$ cat src/rtl/mcm_pkg.sv
package mcm_pkg;
  localparam int CRC_W = 32;
  localparam int IR_W  = 10;
  localparam logic [IR_W-1:0]  SCAN_OP   = 10'b0000010101;
  localparam logic [CRC_W-1:0] POLY_REFL = 32'hEDB88320;
  localparam logic [CRC_W-1:0] CRC_SEED  = 32'hFFFFFFFF;

  // fold one 32-bit word into a reflected CRC-32, bit 0 first
  function automatic logic [CRC_W-1:0] crc_fold(input logic [CRC_W-1:0] acc,
                                                input logic [CRC_W-1:0] word);
    logic [CRC_W-1:0] c;
    c = acc ^ word;
    for (int b = 0; b < CRC_W; b++) begin
      c = c[0] ? ((c >> 1) ^ POLY_REFL) : (c >> 1);
    end
    return c;
  endfunction
endpackage

$ cat src/rtl/mcm_tick_div.sv
module mcm_tick_div #(
  parameter int DIV_W = 8
) (
  input  logic             clk,
  input  logic             rst_n,
  input  logic [DIV_W-1:0] factor,
  output logic             tick
);
  logic [DIV_W-1:0] cnt_q, cnt_d;

  assign tick = (cnt_q >= factor);

  always_comb begin
    cnt_d = cnt_q;
    if (tick) cnt_d = '0;
    else      cnt_d = cnt_q + DIV_W'(1);
  end

  always_ff @(posedge clk or negedge rst_n) begin
    if (!rst_n) cnt_q <= '0;
    else        cnt_q <= cnt_d;
  end

  AST_TICK_SPACING: assert property (@(posedge clk) disable iff (!rst_n)
    (tick && factor != '0) |=> (!tick || factor != $past(factor)));
endmodule

$ cat src/rtl/mcm_ref_chain.sv
module mcm_ref_chain
  import mcm_pkg::*;
(
  input  logic             clk,
  input  logic             rst_n,
  input  logic             load,
  input  logic [CRC_W-1:0] load_val,
  input  logic [IR_W-1:0]  ir,
  input  logic             shift_en,
  input  logic             tdi,
  output logic             tdo,
  output logic [CRC_W-1:0] ref_val
);
  logic [CRC_W-1:0] ref_q, ref_d;
  logic             scan_sel;
  logic             do_shift;

  assign scan_sel = (ir == SCAN_OP);
  assign do_shift = scan_sel && shift_en && !load;

  always_comb begin
    ref_d = ref_q;
    if (load)          ref_d = load_val;
    else if (do_shift) ref_d = {tdi, ref_q[CRC_W-1:1]};
  end

  always_ff @(posedge clk or negedge rst_n) begin
    if (!rst_n) ref_q <= '0;
    else        ref_q <= ref_d;
  end

  assign tdo     = ref_q[0];
  assign ref_val = ref_q;

  AST_LOAD_WINS: assert property (@(posedge clk) disable iff (!rst_n)
    load |=> (ref_val == $past(load_val)));
  AST_SCAN_TDO: assert property (@(posedge clk) disable iff (!rst_n)
    do_shift |=> (tdo == $past(ref_q[1]) && ref_q[CRC_W-1] == $past(tdi)));
  AST_REF_HOLD: assert property (@(posedge clk) disable iff (!rst_n)
    (!load && !(scan_sel && shift_en)) |=> $stable(ref_q));
endmodule

$ cat src/rtl/mcm_pass_engine.sv
module mcm_pass_engine
  import mcm_pkg::*;
#(
  parameter int WORDS  = 16,
  parameter int ADDR_W = 4
) (
  input  logic              clk,
  input  logic              rst_n,
  input  logic              user_mode,
  input  logic              tick,
  input  logic [CRC_W-1:0]  rd_data,
  output logic [ADDR_W-1:0] rd_addr,
  output logic              rd_en,
  output logic              pass_done,
  output logic [CRC_W-1:0]  pass_crc
);
  localparam logic [ADDR_W-1:0] LAST = ADDR_W'(WORDS - 1);

  logic              run_q, run_d;
  logic [ADDR_W-1:0] addr_q, addr_d;
  logic [CRC_W-1:0]  crc_q, crc_d;
  logic [CRC_W-1:0]  crc_next;
  logic              at_last;

  assign crc_next  = crc_fold(crc_q, rd_data);
  assign at_last   = (addr_q == LAST);
  assign rd_en     = run_q && tick;
  assign pass_done = rd_en && at_last;
  assign pass_crc  = crc_next;
  assign rd_addr   = addr_q;

  always_comb begin
    run_d  = run_q;
    addr_d = addr_q;
    crc_d  = crc_q;
    if (!run_q) begin
      if (user_mode) run_d = 1'b1;
    end else if (tick) begin
      if (at_last) begin
        addr_d = '0;
        crc_d  = CRC_SEED;
      end else begin
        addr_d = addr_q + ADDR_W'(1);
        crc_d  = crc_next;
      end
    end
  end

  always_ff @(posedge clk or negedge rst_n) begin
    if (!rst_n) begin
      run_q  <= 1'b0;
      addr_q <= '0;
      crc_q  <= CRC_SEED;
    end else begin
      run_q  <= run_d;
      addr_q <= addr_d;
      crc_q  <= crc_d;
    end
  end

  AST_RUN_STICKY: assert property (@(posedge clk) disable iff (!rst_n)
    run_q |=> run_q);
  AST_ADDR_WRAP: assert property (@(posedge clk) disable iff (!rst_n)
    pass_done |=> (rd_addr == '0 && crc_q == CRC_SEED));
  AST_ADDR_STEP: assert property (@(posedge clk) disable iff (!rst_n)
    (rd_en && !at_last) |=> (rd_addr == $past(rd_addr) + ADDR_W'(1)));
endmodule

$ cat src/rtl/mem_crc_monitor.sv
module mem_crc_monitor
  import mcm_pkg::*;
#(
  parameter int  WORDS  = 16,
  parameter int  DIV_W  = 8,
  localparam int ADDR_W = (WORDS > 1) ? $clog2(WORDS) : 1
) (
  input  logic              clk,
  input  logic              rst_n,
  input  logic              user_mode,
  input  logic [DIV_W-1:0]  div_factor,
  output logic [ADDR_W-1:0] mem_rd_addr,
  output logic              mem_rd_en,
  input  logic [31:0]       mem_rd_data,
  input  logic              ref_load,
  input  logic [31:0]       ref_value,
  input  logic [9:0]        ir_value,
  input  logic              shift_en,
  input  logic              tdi,
  output logic              tdo,
  output logic              crc_error
);
  logic             rst_meta_q, rst_sync_q;
  logic             tick;
  logic             pass_done;
  logic [CRC_W-1:0] pass_crc;
  logic [CRC_W-1:0] ref_val;
  logic [CRC_W-1:0] sig_q, sig_d;

  // asynchronous assert, synchronous release
  always_ff @(posedge clk or negedge rst_n) begin
    if (!rst_n) begin
      rst_meta_q <= 1'b0;
      rst_sync_q <= 1'b0;
    end else begin
      rst_meta_q <= 1'b1;
      rst_sync_q <= rst_meta_q;
    end
  end

  mcm_tick_div #(.DIV_W(DIV_W)) u_div (
    .clk    (clk),
    .rst_n  (rst_sync_q),
    .factor (div_factor),
    .tick   (tick)
  );

  mcm_pass_engine #(.WORDS(WORDS), .ADDR_W(ADDR_W)) u_engine (
    .clk       (clk),
    .rst_n     (rst_sync_q),
    .user_mode (user_mode),
    .tick      (tick),
    .rd_data   (mem_rd_data),
    .rd_addr   (mem_rd_addr),
    .rd_en     (mem_rd_en),
    .pass_done (pass_done),
    .pass_crc  (pass_crc)
  );

  mcm_ref_chain u_ref (
    .clk      (clk),
    .rst_n    (rst_sync_q),
    .load     (ref_load),
    .load_val (ref_value),
    .ir       (ir_value),
    .shift_en (shift_en),
    .tdi      (tdi),
    .tdo      (tdo),
    .ref_val  (ref_val)
  );

  always_comb begin
    sig_d = sig_q;
    if (pass_done) sig_d = pass_crc ^ ref_val;
  end

  always_ff @(posedge clk or negedge rst_sync_q) begin
    if (!rst_sync_q) sig_q <= '0;
    else             sig_q <= sig_d;
  end

  assign crc_error = |sig_q;

  AST_SIG_HOLD: assert property (@(posedge clk) disable iff (!rst_sync_q)
    !pass_done |=> $stable(crc_error));
  AST_IDLE_QUIET: assert property (@(posedge clk) disable iff (!rst_sync_q)
    !mem_rd_en |=> $stable(mem_rd_addr));
endmodule

$ cat config.mk
export PLATFORM = sky130hd
export DESIGN_NAME = mem_crc_monitor
export DESIGN_NICKNAME = d
export VERILOG_FILES = /design/src/rtl/mcm_pkg.sv /design/src/rtl/mcm_tick_div.sv /design/src/rtl/mcm_ref_chain.sv /design/src/rtl/mcm_pass_engine.sv /design/src/rtl/mem_crc_monitor.sv
export SDC_FILE = /design/constraint.sdc
export NUM_CORES = 1
export LEC_CHECK = 0
export ABC_AREA = 1
export BUFFER_PORTS_ARGS = -buffer_cell sky130_fd_sc_hd__buf_2
export CAP_MARGIN = 40
export CORE_MARGIN = 2
export CORE_UTILIZATION = 26
export DETAILED_ROUTE_END_ITERATION = 8
export MAX_ROUTING_LAYER = met4
export PLACE_DENSITY = 0.53
export SYNTH_ARGS = -nofsm -noshare
export SYNTH_HDL_FRONTEND = slang
export SYNTH_SLANG_ARGS = --single-unit
export TNS_END_PERCENT = 100
$ cat constraint.sdc
create_clock -name clk -period 3.3 [get_ports clk]
set_input_delay 0.165 -clock clk [delete_from_list [all_inputs] [get_ports clk]]
set_output_delay 0.165 -clock clk [all_outputs]
set_load 0.05 [all_outputs]
==> impl_results.md <==
* Fill cell count at 4191
* Clock Latency Late Sink at 0.36 ns
* Layout area overhead at 42.0%
* Clk_skew at 0.0149 ns
* Clock sinks at 111
* Reg-to-reg startpoint: u_engine.crc_q[0]
* Met2 Use GR at 0.324
* Die area at 40900 µm²
* GRT overflow at 0
* CTS H-tree depth at 3
* Most used routing layer in global routing: met2
* FP Rows at 72
* Hold WC Path Type: in -> reg
* Overall routing resource usage at 0.199
* Routed vias/inst at 4.66
* Worst-path fanout max at 8
* Initial DRC count at 728
* CP max stage cell: dfstp_2
* Multi-input gate area at 7860 µm²
* GPL Wtd Cong at 0.928
* Register area at 2820 µm²
* Relative max-transition margin at 0.542
* WL final at 41100 µm
* Hold Startpoint: ref_value[3]
* CP required at 3.55 ns
* Cell Count, Final, Fillers Out at 2395
* Critical Path Max Stage Delay at 0.56 ns
* Max Transition Viols Final at 0
* Synth top area share at 0.233
* Hold WS at 0.0214 ns
* Total CTS buffers at 9
* Antenna violations before repair at 3
* DPL Wire Length at 33100 µm
* Worst endpoint data arrival time at 3.53 ns
* Initial Utilization at 0.264
* CP startpoint: u_engine.crc_q[0]
* Max-cap violations at 0
* Tcrit/Tclk final at 0.993
* Final worst slack at 0.0224 ns
* Synthesized flop and latch total at 111
* CTS tree: done
* Core ar. at 38700 µm²
* Die Span X at 202 µm
* Pin count of the biggest net entering global routing at 49
* Fmax at 0.305 GHz
* Die Ht at 202 µm
* Number of global-route vias before repair at 10500
* Crit path kind: reg -> reg
* Tmin final at 3.28 ns
* Actual slew at the worst max-slew pin at 0.687 ns
* Synth Net Count at 1670
* Synth warn at 0
* Routed Antenna Nets at 0
* I/O pin cnt at 95
* Sequential fraction of the synthesis area at 0.276
* Largest cells by area after synthesis: nand2_1 23%, dfrtp_1 19%, nand3_1 8.7%, dfstp_2 8.2%, xor2_1 7.4%
* Cells after Synth at 1572
* Synth area leader: nand2_1
* Final setup fails at 0
* Dpl ws at -0.135 ns
* First-pass GRT wire length at 60400 µm
* Fin nets at 1967
* Drt wl/cell at 17.2 µm
* Count of final hold-check violations at 0
* Yosys cell types at 49
* Status: finished, final reports clean
* Worst setup EP type: register
* Iteration count of the initial detailed-routing pass at 5
* Reg clk slew, reported paths at 0.08 ns
* Port buffer count at 94
* Synth Cell Area at 10200 µm²
* DRC viols at 0
* Critical Path Start Type: register
* Layout cells sized above 1 at 0.382
* DP Cell Count at 2341
* Met1 GRT Util at 0.267
* Root Driver: clkbuf_16
* Post-synth ARST share at 1.00
* EDFF count, synth at 0
* Dominant synthesized flop cell: dfrtp_1
* RSZ-0062 raised after global routing: yes
* Clk buf depth at 2
* Met3 GRT Util at 0.0247
* Detailed-route via count at 11200
* Post-Syn Area per Cell at 6.50 µm²
[sequential cells by signal, indices dropped and copies added, names as in the netlist]
signal            flops
rst_meta_q            1
rst_sync_q            1
sig_q                32
u_div.cnt_q           8
u_engine.crc_q       32
u_engine.rd_addr      4
u_engine.run_q        1
u_ref.ref_val        32
[placed cells by master (no fill, tap or decap), drive strengths merged, types with 5 or more instances in the layout]
master / netlist / routed
a21oi: 42 / 42
a22oi: 12 / 12
buf: 5 / 310
clkbuf: 22 / 10
clkinv: 1 / 5
dfrtp: 79 / 79
dfstp: 32 / 32
ha: 10 / 10
inv: 160 / 161
nand2: 743 / 744
nand3: 189 / 189
nand3b: 8 / 8
nor2: 25 / 25
nor3: 33 / 33
nor4: 12 / 12
o21ai: 34 / 34
o22ai: 11 / 11
or2: 10 / 10
xnor2: 34 / 34
xor2: 92 / 92
[worst max-delay path: cells and delay by family (launching register included)]
family | cells | cell delay (ns)
flip-flops | 1 | 0.56
AND/OR/NAND/NOR | 25 | 2.21
buffers and inverters | 4 | 0.37
[synth_stat cells (all sizes together), types with 3 or more instances]
cell type    n
xnor2       34
o21ai       34
dfrtp       79
nor3b        3
o22ai       11
dfstp       32
nand3b       8
inv        160
or2         10
a22oi       12
xor2        92
buf          5
nand2      743
a21oi       42
nor2        25
nor4        12
clkbuf      22
nand3      189
ha          10
nor3        33
[cells by family after synthesis]
kind of cell,Yosys count,share of synthesized area
compound gates,107,0.0591
xor+xnor,127,0.118
fa+ha+maj,10,0.0122
buf+inv,188,0.0715
flops,111,0.276
mux,1,0.000979
other cells,1,0.000367
simple gates,1027,0.463
[metal layers]
| layer | wire length, µm | vias to the layer above |
|---|---|---|
| li1 | - | 5569 |
| met4 | 801 | 0 |
| met1 | 18900 | 5289 |
| met2 | 19600 | 267 |
| met5 | 0 | - |
| met3 | 1820 | 40 |
[metrics by stage]
stage	setup TNS (ns)	utilization	cell area, µm²
5_1_grt	-3.45	0.375	14500
3_3_place_gp	-0.454	0.328	12700
3_5_place_dp	-0.653	0.328	12700
2_1_floorplan	0	-	10200
4_1_cts	-0.0429	0.339	13100
6_report	0	0.375	14500
[area by class of cell]
| class | instances | share of cell area |
|---|---|---|
| antenna | 3 | 0.000517 |
| clock buffer | 10 | 0.0165 |
| clock inverter | 6 | 0.00310 |
| inverter | 161 | 0.0432 |
| multi-input combinational | 1274 | 0.542 |
| sequential | 111 | 0.194 |
| tap | 518 | 0.0447 |
| timing repair buffer | 312 | 0.156 |
[path summary, 6_finish.rpt]
| path | end | slack [ns] | cells past startpoint |
|---|---|---|---|
| min in group asynchronous | rst_sync_q | 0.13 | 2 |
| max in group asynchronous | u_engine.crc_q[21] | 2.10 | 1 |
| hold / removal | u_ref.ref_val[3] | 0.02 | 3 |
| setup / recovery | sig_q[23] | 0.02 | 29 |
| setup reg to reg | sig_q[23] | 0.02 | 29 |
| hold reg to reg | rst_sync_q | 0.36 | 0 |
[repair_timing]
action | CTS | global route
gates cloned | 0 | 1
gates resized for setup | 26 | 251
pin swaps | 2 | 44
endpoints found under the setup margin | 19 | 61
buffers inserted | 2 | 30
endpoints found under the hold margin | 3 | 0
hold buffers | 2 | 0
Power is not shown: default switching activity piles up to over one toggle a cycle in this logic, so the estimate is an artifact.
